$ cat src/rtl/stk_seq_pkg.sv
package stk_seq_pkg;

  localparam int ADDR_W = 16;
  localparam int DATA_W = 8;
  localparam int COST_W = 5;

  localparam logic [DATA_W-1:0] ESC_CODE  = 8'hCB;
  localparam logic [DATA_W-1:0] OP_PUSH_B = 8'hD3;
  localparam logic [DATA_W-1:0] OP_PUSH_W = 8'hC5;
  localparam logic [DATA_W-1:0] OP_POP_W  = 8'hC1;
  localparam logic [DATA_W-1:0] OP_RET_NZ = 8'hC0;

  localparam logic [COST_W-1:0] COST_NOP    = 5'd4;
  localparam logic [COST_W-1:0] COST_ESC    = 5'd8;
  localparam logic [COST_W-1:0] COST_PUSH_B = 5'd8;
  localparam logic [COST_W-1:0] COST_PUSH_W = 5'd16;
  localparam logic [COST_W-1:0] COST_POP_W  = 5'd12;
  localparam logic [COST_W-1:0] COST_RET    = 5'd8;
  localparam logic [COST_W-1:0] COST_RET_EX = 5'd12;

  typedef enum logic [3:0] {
    ST_IDLE, ST_FETCH, ST_DEC, ST_PUSH_HI, ST_PUSH_LO,
    ST_POP_LO, ST_POP_HI, ST_POP_END, ST_DONE
  } seq_state_t;

  typedef enum logic [2:0] {
    K_NOP, K_ALT, K_PUSH_B, K_PUSH_W, K_POP_W, K_RET_SKIP, K_RET_TAKE
  } op_kind_t;

endpackage

$ cat src/rtl/stk_op_decode.sv
module stk_op_decode
  import stk_seq_pkg::*;
(
  input  logic [DATA_W-1:0] op_byte,
  input  logic              alt_table,
  input  logic              zero_flag,
  output op_kind_t          kind,
  output logic [COST_W-1:0] cost
);

  always_comb begin
    kind = K_NOP;
    cost = COST_NOP;
    if (alt_table) begin
      kind = K_ALT;
      cost = COST_ESC;
    end else begin
      case (op_byte)
        OP_PUSH_B: begin kind = K_PUSH_B; cost = COST_PUSH_B; end
        OP_PUSH_W: begin kind = K_PUSH_W; cost = COST_PUSH_W; end
        OP_POP_W:  begin kind = K_POP_W;  cost = COST_POP_W;  end
        OP_RET_NZ: begin
          if (zero_flag) begin
            kind = K_RET_SKIP;
            cost = COST_RET;
          end else begin
            kind = K_RET_TAKE;
            cost = COST_RET + COST_RET_EX;
          end
        end
        default: begin kind = K_NOP; cost = COST_NOP; end
      endcase
    end
  end

endmodule

$ cat src/rtl/stk_sp_reg.sv
module stk_sp_reg #(
  parameter int          W        = 16,
  parameter logic [15:0] SP_RESET = 16'hFFFE
) (
  input  logic         clk,
  input  logic         rst_n,
  input  logic         inc,
  input  logic         dec,
  output logic [W-1:0] sp,
  output logic [W-1:0] sp_minus1
);

  logic [W-1:0] sp_n;

  assign sp_minus1 = sp - {{(W-1){1'b0}}, 1'b1};

  always_comb begin
    sp_n = sp;
    if (dec)      sp_n = sp_minus1;
    else if (inc) sp_n = sp + {{(W-1){1'b0}}, 1'b1};
  end

  always_ff @(posedge clk or negedge rst_n) begin
    if (!rst_n)          sp <= SP_RESET[W-1:0];
    else if (inc || dec) sp <= sp_n;
  end

  AST_SP_ONE_DIR: assert property (@(posedge clk) disable iff (!rst_n)
    !(inc && dec));

  AST_SP_DEC_STEP: assert property (@(posedge clk) disable iff (!rst_n)
    dec |=> sp == $past(sp) - {{(W-1){1'b0}}, 1'b1});

endmodule

$ cat src/rtl/stk_tick_acc.sv
module stk_tick_acc #(
  parameter int TICK_W = 32,
  parameter int COST_W = 5
) (
  input  logic              clk,
  input  logic              rst_n,
  input  logic              add,
  input  logic [COST_W-1:0] cost,
  output logic [TICK_W-1:0] ticks
);

  logic [TICK_W-1:0] ticks_n;

  assign ticks_n = ticks + {{(TICK_W-COST_W){1'b0}}, cost};

  always_ff @(posedge clk or negedge rst_n) begin
    if (!rst_n)   ticks <= '0;
    else if (add) ticks <= ticks_n;
  end

  AST_TICK_HOLD: assert property (@(posedge clk) disable iff (!rst_n)
    !add |=> $stable(ticks));

endmodule

$ cat src/rtl/stk_fetch_seq.sv
module stk_fetch_seq
  import stk_seq_pkg::*;
#(
  parameter logic [15:0] PC_RESET = 16'h0000,
  parameter logic [15:0] SP_RESET = 16'hFFFE,
  parameter int          TICK_W   = 32
) (
  input  logic              clk,
  input  logic              rst_n,
  input  logic              step,
  input  logic              zero_flag,
  input  logic [15:0]       push_data,
  input  logic [7:0]        mem_rdata,
  output logic [15:0]       mem_addr,
  output logic              mem_rd,
  output logic              mem_wr,
  output logic [7:0]        mem_wdata,
  output logic [7:0]        opcode,
  output logic              prefixed,
  output logic [15:0]       pop_data,
  output logic [15:0]       pc,
  output logic [15:0]       sp,
  output logic [TICK_W-1:0] ticks,
  output logic              busy,
  output logic              done
);

  localparam logic [ADDR_W-1:0] ONE = {{(ADDR_W-1){1'b0}}, 1'b1};

  seq_state_t        st, st_n;
  logic [ADDR_W-1:0] pc_n;
  logic              pfx_n;
  logic [DATA_W-1:0] op_n, lo_q, lo_n;
  logic [15:0]       pop_n;
  op_kind_t          kind_q, kind_n, dec_kind;
  logic [COST_W-1:0] cost_q, cost_n, dec_cost;
  logic              sp_inc, sp_dec, tick_add;
  logic [ADDR_W-1:0] sp_m1;

  stk_op_decode u_dec (
    .op_byte   (mem_rdata),
    .alt_table (prefixed),
    .zero_flag (zero_flag),
    .kind      (dec_kind),
    .cost      (dec_cost)
  );

  stk_sp_reg #(.W(ADDR_W), .SP_RESET(SP_RESET)) u_sp (
    .clk       (clk),
    .rst_n     (rst_n),
    .inc       (sp_inc),
    .dec       (sp_dec),
    .sp        (sp),
    .sp_minus1 (sp_m1)
  );

  stk_tick_acc #(.TICK_W(TICK_W), .COST_W(COST_W)) u_tick (
    .clk   (clk),
    .rst_n (rst_n),
    .add   (tick_add),
    .cost  (cost_q),
    .ticks (ticks)
  );

  assign busy = (st != ST_IDLE) && (st != ST_DONE);
  assign done = (st == ST_DONE);

  always_comb begin
    st_n      = st;
    pc_n      = pc;
    pfx_n     = prefixed;
    op_n      = opcode;
    kind_n    = kind_q;
    cost_n    = cost_q;
    lo_n      = lo_q;
    pop_n     = pop_data;
    mem_rd    = 1'b0;
    mem_wr    = 1'b0;
    mem_addr  = pc;
    mem_wdata = '0;
    sp_inc    = 1'b0;
    sp_dec    = 1'b0;
    tick_add  = 1'b0;
    case (st)
      ST_IDLE: begin
        if (step) begin
          st_n  = ST_FETCH;
          pfx_n = 1'b0;
        end
      end
      ST_FETCH: begin
        mem_rd   = 1'b1;
        mem_addr = pc;
        pc_n     = pc + ONE;
        st_n     = ST_DEC;
      end
      ST_DEC: begin
        if (!prefixed && mem_rdata == ESC_CODE) begin
          mem_rd   = 1'b1;
          mem_addr = pc;
          pc_n     = pc + ONE;
          pfx_n    = 1'b1;
        end else begin
          op_n   = mem_rdata;
          kind_n = dec_kind;
          cost_n = dec_cost;
          case (dec_kind)
            K_PUSH_W:            st_n = ST_PUSH_HI;
            K_PUSH_B:            st_n = ST_PUSH_LO;
            K_POP_W, K_RET_TAKE: st_n = ST_POP_LO;
            default:             st_n = ST_DONE;
          endcase
        end
      end
      ST_PUSH_HI: begin
        mem_wr    = 1'b1;
        mem_addr  = sp_m1;
        mem_wdata = push_data[15:8];
        sp_dec    = 1'b1;
        st_n      = ST_PUSH_LO;
      end
      ST_PUSH_LO: begin
        mem_wr    = 1'b1;
        mem_addr  = sp_m1;
        mem_wdata = push_data[7:0];
        sp_dec    = 1'b1;
        st_n      = ST_DONE;
      end
      ST_POP_LO: begin
        mem_rd   = 1'b1;
        mem_addr = sp;
        sp_inc   = 1'b1;
        st_n     = ST_POP_HI;
      end
      ST_POP_HI: begin
        mem_rd   = 1'b1;
        mem_addr = sp;
        sp_inc   = 1'b1;
        lo_n     = mem_rdata;
        st_n     = ST_POP_END;
      end
      ST_POP_END: begin
        if (kind_q == K_RET_TAKE) pc_n  = {mem_rdata, lo_q};
        else                      pop_n = {mem_rdata, lo_q};
        st_n = ST_DONE;
      end
      ST_DONE: begin
        tick_add = 1'b1;
        st_n     = ST_IDLE;
      end
      default: st_n = ST_IDLE;
    endcase
  end

  always_ff @(posedge clk or negedge rst_n) begin
    if (!rst_n) begin
      st       <= ST_IDLE;
      pc       <= PC_RESET;
      prefixed <= 1'b0;
      opcode   <= '0;
      kind_q   <= K_NOP;
      cost_q   <= '0;
      lo_q     <= '0;
      pop_data <= '0;
    end else begin
      st       <= st_n;
      pc       <= pc_n;
      prefixed <= pfx_n;
      opcode   <= op_n;
      kind_q   <= kind_n;
      cost_q   <= cost_n;
      lo_q     <= lo_n;
      pop_data <= pop_n;
    end
  end

  AST_FETCH_AT_PC: assert property (@(posedge clk) disable iff (!rst_n)
    (st == ST_FETCH) |-> (mem_rd && mem_addr == pc));

  AST_PC_STEP: assert property (@(posedge clk) disable iff (!rst_n)
    (st == ST_FETCH) |=> (pc == $past(pc) + ONE));

  AST_WR_BELOW_SP: assert property (@(posedge clk) disable iff (!rst_n)
    mem_wr |-> (mem_addr == sp - ONE && !mem_rd));

  AST_BUSY_DONE_EXCL: assert property (@(posedge clk) disable iff (!rst_n)
    !(busy && done));

  AST_DONE_PULSE: assert property (@(posedge clk) disable iff (!rst_n)
    done |=> !done);

  AST_SKIP_NO_POP: assert property (@(posedge clk) disable iff (!rst_n)
    (done && kind_q == K_RET_SKIP) |-> $stable(sp));

endmodule

$ cat config.mk
export PLATFORM = sky130hd
export DESIGN_NAME = stk_fetch_seq
export DESIGN_NICKNAME = d
export VERILOG_FILES = /design/src/rtl/stk_seq_pkg.sv /design/src/rtl/stk_op_decode.sv /design/src/rtl/stk_sp_reg.sv /design/src/rtl/stk_tick_acc.sv /design/src/rtl/stk_fetch_seq.sv
export SDC_FILE = /design/constraint.sdc
export NUM_CORES = 1
export LEC_CHECK = 0
export ABC_AREA = 1
export ABC_CLOCK_PERIOD_IN_PS = 2850
export CORE_MARGIN = 1
export CORE_UTILIZATION = 30
export DETAILED_ROUTE_END_ITERATION = 8
export PLACE_DENSITY = 0.63
export SLEW_MARGIN = 10
export SYNTH_ARGS = -nofsm -noshare
export SYNTH_HDL_FRONTEND = slang
export SYNTH_SLANG_ARGS = --single-unit
$ cat constraint.sdc
create_clock -name clk -period 2.85 [get_ports clk]
set_input_delay 0.285 -clock clk [delete_from_list [all_inputs] [get_ports clk]]
set_output_delay 0.285 -clock clk [all_outputs]
set_load 0.02 [all_outputs]
# Yosys cells after proc, flatten, opt, wreduce, memory -nomap -nowiden
# Index checks and enable logic that the tools add are counted.
classes:
  n_reduce_logical: 20
  n_eq_ne: 23
  bitwise_logic: 2
  addsub: 4
  n_mux: 25
op_table:
  columns: ["op", "count"]
  rows:
  - ["$mux W16", 4]
  - ["$pmux W16 S3", 1]
  - ["$eq A8 B8 Y1 const B", 5]
  - ["$add A16 B1 Y16 const B", 2]
  - ["$add A32 B5 Y32", 1]
  - ["$pmux W16 S2", 1]
  - ["$pmux W4 S7", 1]
  - ["$pmux W5 S4", 1]
  - ["$eq A4 B3 Y1 const B", 4]
  - ["$pmux W8 S2", 1]
  - ["$sub A16 B1 Y16 const B", 1]
  - ["$pmux W3 S4", 1]
  - ["$pmux W4 S3", 1]
  - ["$mux W5", 2]
  - ["$eq A3 B3 Y1 const B", 3]
  - ["$eq A4 B2 Y1 const B", 2]
  - ["$mux W4", 2]
  - ["$ne A2 B2 Y1 const B", 4]
  - ["$reduce_and A2 Y1", 4]
  - ["$reduce_or A2 Y1", 4]
  - ["$eq A3 B2 Y1 const B", 2]
  - ["$mux W1", 6]
  - ["$reduce_and A3 Y1", 2]
  - ["$eq A4 B1 Y1 const B", 1]
  - ["other kinds (14)", 18]
word_totals:
  inputBits: 28
  reg_bits: 109
  output_inout_bits: 117
  word_cells: 84

# Logic depth before layout (Yosys ltp)
# Gate-level depths: netlist of the first run.
depth:
  ltp_word: 8
  depth_mapped: 15
  depth_no_buf: 15

# Cells and area by module
# From an unflattened synthesis of the first run, not the netlist that was laid out.
hier_totals:
  cells_unflattened: 981
  hier_area_um2: 7179.4
modules_own_cells:
  columns: ["mod", "instances", "cells_per_inst", "seq_area_each_um2", "area_per_inst_um2"]
  rows:
  - ["stk_fetch_seq", 1, 472, 1526.5, 3590.9]
  - ["stk_tick_acc", 1, 249, 800.8, 1889.3]
  - ["stk_sp_reg", 1, 214, 419.2, 1467.7]
  - ["stk_op_decode", 1, 46, 0.0, 231.5]

# Worst setup path after synthesis of the first run
# No wires, ideal clock.
synth_timing:
  path_type: "register to register"
  from: "reg u_tick.ticks[2]"
  to: "reg u_tick.ticks[14]"
  setup_time_ns: 0.122
  period_less_slack_ns: 2.109
  path_stages_with_launch: 13
  setup_slack_ns: 0.741
  t_arrival_ns: 1.987
  n_path_buf: 0
  required_ns: 2.728
  path_cell_list: "dfrtp_1 > ha_1 > inv_1 > fa_1 > inv_1 > nand2_1 > nand2_1 > nand2_1 > inv_1 > nand3_1 > nor2_1 > nand2_1 > xor2_1"
synth_between:
  elab_chain_len: 1
synth_rtl:
  columns: ["item", "line", "rtl"]
  rows:
  - ["start, declared", "stk_tick_acc.sv:9", "output logic [TICK_W-1:0] ticks"]
  - ["start signal, assigned", "stk_tick_acc.sv:18", "else if (add) ticks <= ticks_n;"]
  - ["$add A32 B5 Y32", "stk_tick_acc.sv:14", "assign ticks_n = ticks + {{(TICK_W-COST_W){1'b0}}, cost};"]
# No other way between the ends.
# A chain may end at the register's enable or synchronous reset.

# Worst setup path after layout of the first run
layout_timing:
  from: "reg st[1]"
  to: "out mem_addr[1]"
layout_between:
  elab_chain_len: 3
  word_cells_on_any_way: 7
  cone_classes: "eq/ne (4); mux (1); reduce/logical (2)"
layout_rtl:
  columns: ["item", "line", "rtl"]
  rows:
  - ["start, declared", "stk_fetch_seq.sv:30", "seq_state_t st, st_n;"]
  - ["start signal, assigned", "stk_fetch_seq.sv:166", "st <= st_n;"]
  - ["$eq A4 B3 Y1 / $eq A4 B2 Y1 (equally long branches)", "stk_fetch_seq.sv:84", "case (st)"]
  - ["$reduce_or A2 Y1 (no line)", null, null]
  - ["$pmux W16 S2 *", "stk_fetch_seq.sv:84", null]
  - ["end, declared", "stk_fetch_seq.sv:14", "output logic [15:0] mem_addr,"]
# Every way passes the cells marked *; elsewhere a longest branch is shown, timed or not.

==> results.py, run 1 <==
metrics = {
    "logic_synthesis": {
        "muxShareOfSynthArea_pct": 0.508,
        "synth_top_family_by_area": "simple AND/OR/NAND/NOR gates",
        "synth_top_area_cell": "dfrtp_1",
        "yosys-top-cells-count": "333 x nand2_1, 106 x inv_1, 99 x nand3_1",
        "async_flop_share_pct": 100,
        "yosys.area_share.simple_pct": 36.3,
        "synth.cell_area_mm2": 0.00664,
        "synthCells": 969,
        "synth-xor-area-share_pct": 2.64,
        "yosys_warnings": 0,
        "synth_ff_type": "dfrtp_1",
        "yosys.cell_count.top_type": "nand2_1",
        "synth_edf_count": 0,
        "ys_top_cells_by_area": "dfrtp_1 34%, nand2_1 19%, nand3_1 7.5%",
        "ys_seq_elements": 105,
        "yosys.area_share.adder_pct": 1.43,
        "synth_cell_types": 35,
        "syn_area_per_cell_um2": 6.86,
        "seq_area_frac_synth_pct": 39.8,
        "synth-compound-area-share_pct": 10.6,
        "synth_top_area_share_pct": 33.9,
    },
    "layout": {
        "utilization_pct": 40.2,
        "area.sequential_mm2": 0.00265,
        "nets": 1145,
        "multi_input_area_mm2": 0.00343,
        "stdcell_count": 1395,
        "diodes": 0,
        "area_growth_pct": 31.6,
        "fillers": 2277,
        "drive_gt1_share_pct": 6.10,
        "postLayoutCellArea_mm2": 0.00874,
    },
    "worst_setup_path": {
        "r2r_cells": 12,
        "cp-endpoint": "mem_addr[1]",
        "ff2ff_setup_slack_ns": 0.49,
        "cp_max_fo": 5,
        "path_class": "register to output pin",
        "cp.arrival_ns": 2.43,
        "cp-start-kind": "register",
        "rr_endpoint": "u_tick.ticks[16]",
        "end_kind": "output pin",
        "cp.required_ns": 2.57,
        "crit_start": "st[1]",
        "r2r_start": "u_tick.ticks[2]",
    },
    "timing": {
        "max_freq_mhz": 369,
        "hold_viol": 0,
        "grt_setup_unrepaired": "true",
        "period_share_pct": 95.2,
        "setup_viol": 0,
        "worst_slew_pin_slew_ns": 0.582,
        "relSlewSlack_pct": 61.2,
        "fin_crit_ns": 2.71,
        "clock_skew_ns": 0.0118,
        "setup_slack_ns": 0.137,
        "tns_ns": 0,
        "maxSlewViolCount": 0,
    },
    "placement": {
        "place_congestion": 0.924,
        "place_area_mm2": 0.00839,
        "placedCellCount": 1378,
        "place_ws_ns": 0.314,
        "place_hpwl_um": 15600,
        "port_buffers": 142,
    },
    "power": {
        "power.leakage_nw": 4.16,
        "p_comb_share_pct": 52.8,
        "powerDensity_mw_per_mm2": 913,
        "p_sw_share_pct": 45.5,
        "p_switching_mw": 3.63,
        "p_int_mw": 4.35,
        "seq_power_share_pct": 31.4,
        "vdd_drop_max_mv": 0.610,
        "pwr-share-clk_pct": 15.8,
    },
    "status": {
        "status": "finished clean",
    },
    "detailed_routing": {
        "drt_iter0_drc": 554,
        "wl_per_cell_um": 14.8,
        "vias": 6829,
        "drt_wl_total_um": 20700,
        "detail-route-antenna-nets": 0,
        "firstDrtPassIters": 5,
        "vias_per_cell": 4.90,
        "drc": 0,
    },
    "clock_network": {
        "cts_setup_buffers": 0,
        "cts_buffer_depth": 2,
        "clkTransAtPathRegs_ns": 0.08,
        "insertion_delay_ns": 0.35,
        "cts_tree": "built",
        "cts_max_level": 3,
        "root_buffer": "clkbuf_16",
        "cts_inserted_buffers": 9,
        "cts.sinks": 105,
    },
    "die": {
        "io_pins": 145,
        "die_y_um": 151,
        "start_util_pct": 30.5,
        "fp.dieW_um": 151,
        "row_count": 54,
        "dieArea_mm2": 0.0227,
        "core_region_area_mm2": 0.0218,
    },
    "hold_path": {
        "hold_class": "input pin to asynchronous set/reset pin",
    },
    "global_routing": {
        "grt_overflow": 0,
        "grt_usage_pct": 18.7,
        "antenna_found_initial": 0,
        "grt_max_degree": 79,
        "first_global_vias": 6204,
        "grt_pass1_wl_um": 32900,
    },
    "job": {
        "maxCapViolCount": 0,
    },
}
area by class of cell:
cell class	count	area share, %
clock buffer	10	2.73
tap	280	4.01
timing repair buffer	158	18.3
multi-input combinational	726	39.3
sequential	105	30.3
inverter	110	4.72
clock inverter	6	0.658
logic make-up (layout without fill, tap and decap cells):
family                   after synthesis  after routing
XOR/XNOR                              20             20
buffers and inverters                139            284
AND/OR/NAND/NOR                      574            574
AO/OA/AOI/OAI                        120            120
flip-flops                           105            105
multiplexers                           3              3
other                                  1              2
adder cells (fa/ha/maj)                7              7
state kept, by name, indices dropped and copies added (netlist names):
| register | flops |
|---|---|
| opcode | 8 |
| prefixed | 1 |
| pc | 16 |
| st | 4 |
| u_tick.ticks | 30 |
| lo_q | 8 |
| pop_data | 16 |
| cost_q | 3 |
| kind_q | 3 |
| u_sp.sp | 16 |
what timing repair did:
item,CTS,global route
cloned,0,0
resized for setup,2,16
hold buffers,1,0
setup endpoints to repair,3,16
hold endpoints to repair,17,0
pin swaps,0,0
cell usage in the layout, fill, tap and decap left out, drive strengths merged, types with 2 or more instances in the layout:
cell,instances
o221ai,14
buf,16
xnor2,5
a21oi,10
dfrtp,90
inv,114
a22o,8
conb,2
nand3,101
clkdlybuf4s50,127
nand2,334
nand3b,6
dlymetal6s2s,13
a31oi,7
ha,6
xor2,15
nor2,100
o21ai,75
nor3,19
clkbuf,10
mux2,3
nand4,13
dfstp,15
o211ai,5
clkinvlp,2
power by group through the flow:
stage,Clock (mW),Combinational (mW),Sequential (mW)
CTS,1.31,4.25,2.51
global placement,0,4.20,2.53
floorplan,0,2.16,2.76
global route,1.37,4.62,2.58
finish,1.26,4.22,2.51
detailed placement,0,4.23,2.53
critical path, stage by stage, from the launching register on:
cell,delay [ns]
dfrtp_1,0.41
nor2_2,0.20
inv_1,0.12
nand3_1,0.20
inv_1,0.10
nor2_2,0.25
nand2_1,0.08
o221ai_1,0.08
clkdlybuf4s50_1,0.64
layer usage:
layer | share of wire [%] | GRT usage [%] | wire length (µm)
met1 | 48 | 27.4 | 9980
met2 | 44 | 28.2 | 9160
met3 | 6.3 | 2.65 | 1300
met4 | 1.1 | 5.35 | 234
met5 | 0 | 0 | 0
through the flow:
stage	hold slack [ns]	total power, mW
after global placement	0.264	6.73
final	0.423	7.98
after floorplan	-0.0106	4.92
after CTS	0.426	8.07
after global routing	0.454	8.57
after detailed placement	0.270	6.76
worst min path at each step:
stage               cells past startpoint  slack [ns]  startpoint               end
CTS                                     2        0.43       rst_n  u_tick.ticks[23]
finish                                  2        0.42       rst_n  u_tick.ticks[15]
detailed placement                      1        0.27       rst_n  u_tick.ticks[15]
global route                            2        0.45       rst_n  u_tick.ticks[25]
floorplan                               0       -0.01       rst_n         cost_q[2]
global placement                        1        0.26       rst_n  u_tick.ticks[15]
Note: power is estimated with default switching activity, not from simulation.
==> run 2, diff against run 1 <==
Settings changed: ABC_CLOCK_PERIOD_IN_PS 2850 to 2300, PLACE_DENSITY 0.63 to 0.65.
Clock period 2.85 ns to 2.3 ns, I/O delays scaled along.
==> run 2 against run 1 <==
Register-to-register slack got worse by 0.32 ns. Power grew 27%. Routed wire length increased by 2.7%. Global-route usage grew 0.60 points. Sequential share of layout area fell by 0.63 points. Critical path depth is 1 higher. Flip-flop and latch count stayed put. Via count up 1.6%. Largest cell class unchanged.
==> results.py, run 2 (synthesis results as in run 1) <==
metrics = {
    "worst_setup_path": {
        "path_class": "register to output pin",
        "cp-start-kind": "register",
        "cp_max_fo": 12,
        "r2r_start": "u_tick.ticks[2]",
        "ff2ff_setup_slack_ns": 0.17,
        "r2r_cells": 13,
        "rr_endpoint": "u_tick.ticks[20]",
        "end_kind": "output pin",
        "cp.required_ns": 2.07,
        "cp.arrival_ns": 2.04,
    },
    "layout": {
        "drive_gt1_share_pct": 10.7,
        "diodes": 0,
        "final_cell_mix": "331 x nand2_1, 115 x clkdlybuf4s50_1, 105 x inv_1",
        "nets": 1171,
        "final_common_cell": "nand2_1",
        "postLayoutCellArea_mm2": 0.00893,
        "largest_reg_flops": 30,
        "area_growth_pct": 34.4,
        "stdcell_count": 1421,
        "top_register": "u_tick.ticks",
    },
    "detailed_routing": {
        "vias": 6935,
        "vias_per_cell": 4.88,
        "drt_iter0_drc": 411,
        "drc": 0,
        "wl_per_cell_um": 14.9,
        "detail-route-antenna-nets": 0,
        "firstDrtPassIters": 4,
        "drt_wl_total_um": 21200,
    },
    "die": {
        "die_y_um": 151,
        "core_region_area_mm2": 0.0218,
        "start_util_pct": 30.5,
        "io_pins": 145,
        "row_count": 54,
        "dieArea_mm2": 0.0227,
        "fp.dieW_um": 151,
    },
    "clock_network": {
        "root_buffer": "clkbuf_16",
        "cts_max_level": 3,
        "cts.sinks": 105,
        "cts_inserted_buffers": 9,
        "cts_tree": "built",
        "insertion_delay_ns": 0.37,
        "cts_buffer_depth": 2,
        "clkTransAtPathRegs_ns": 0.08,
    },
    "power": {
        "vdd_drop_max_mv": 0.487,
        "powerDensity_mw_per_mm2": 1140,
        "power.leakage_nw": 4.16,
        "finalPower_mw": 10.2,
    },
    "timing": {
        "period_share_pct": 98.7,
        "whs_ns": 0.359,
        "clock_skew_ns": 0.0106,
        "setup_viol": 0,
        "grt_setup_unrepaired": "true",
        "tns_ns": 0,
        "relSlewSlack_pct": 62.5,
        "worst_slew_pin_slew_ns": 0.562,
        "fin_crit_ns": 2.27,
        "maxSlewViolCount": 0,
        "hold_viol": 0,
        "max_freq_mhz": 441,
    },
    "global_routing": {
        "antenna_found_initial": 0,
        "grt_pass1_wl_um": 34200,
        "grt_max_degree": 37,
        "grt_overflow": 0,
        "grt_usage_pct": 19.3,
        "first_global_vias": 6558,
    },
    "job": {
        "maxCapViolCount": 0,
    },
    "placement": {
        "place_hpwl_um": 16200,
        "place_area_mm2": 0.00857,
        "placedCellCount": 1402,
        "port_buffers": 142,
        "place_congestion": 0.928,
    },
    "status": {
        "status": "finished clean",
    },
    "hold_path": {
        "hold_class": "input pin to asynchronous set/reset pin",
    },
}
==> run 2: changes by cell type in the layout (fill, tap and decap cells not counted), sizes merged <==
cell | previous run | this run
dlygate4sd2 | 0 | 7
clkdlybuf4s15 | 1 | 2
inv | 114 | 113
clkinvlp | 2 | 0
clkbuf | 10 | 16
dlymetal6s2s | 13 | 1
clkdlybuf4s50 | 127 | 115
buf | 16 | 51
clkinv | 0 | 4
==> run 2: report_power, final <==
part           total [mW]  switching, mW  internal, mW
Combinational        5.51           3.29          2.22
Clock                1.63          0.839         0.792
Sequential           3.04          0.569          2.47
Total                10.2           4.70          5.48
==> run 2: timing repair <==
action / in CTS / in global routing
endpoints found under the setup margin: 25 / 24
endpoints found under the hold margin: 12 / 0
pin swaps: 0 / 1
resized for setup: 50 / 55
hold buffers: 1 / 0
buffers inserted: 0 / 1
gates cloned: 0 / 1
==> run 2: area by class of cell <==
type                       count  area [µm²]
sequential                   105        2650
fill                        2303       12800
inverter                     110         413
clock buffer                   9         225
multi-input combinational    726        3490
tap                          280         350
clock inverter                 7        93.8
timing repair buffer         184        1710
==> run 2: worst max-delay path: stages (launching register included) <==
cell,delay [ns]
dfrtp_1,0.40
inv_1,0.06
nand2_1,0.06
inv_1,0.14
nand2_1,0.07
nand2_1,0.16
inv_2,0.06
buf_4,0.19
o221ai_1,0.19
clkdlybuf4s15_1,0.34
==> run 2: metal layers <==
metal	up-vias	part of all wire (%)	track usage (%)
met5	-	0	0
met4	0	1.9	6.55
met3	28	5.8	3.25
met2	196	45	30.2
met1	3242	47	26.7
li1	3469	-	-
==> run 2: how the worst max path moves through the flow <==
stage	start	endpoint	depth (start not counted)
after floorplan	u_tick.ticks[2]	u_tick.ticks[14]	12
after global placement	u_sp.sp[1]	mem_addr[12]	9
after detailed placement	u_sp.sp[1]	mem_addr[12]	9
after CTS	st[3]	mem_addr[1]	10
after global routing	st[3]	mem_addr[1]	9
final	st[3]	mem_addr[1]	9
==> run 2: metrics by stage <==
step                utilization [%]  worst slack, ns
finish                         41.0           0.0308
global route                   41.0          -0.0862
CTS                            40.8          -0.0294
detailed placement             39.4           0.0566
global placement               39.4           0.0694
floorplan                         -            0.191
==> run 3, diff against run 2 <==
Settings changed: CTS_CLUSTER_SIZE from default to 30.
==> results of run 3 <==
The final DEF is identical to that of run 2; final timing and power are the same.
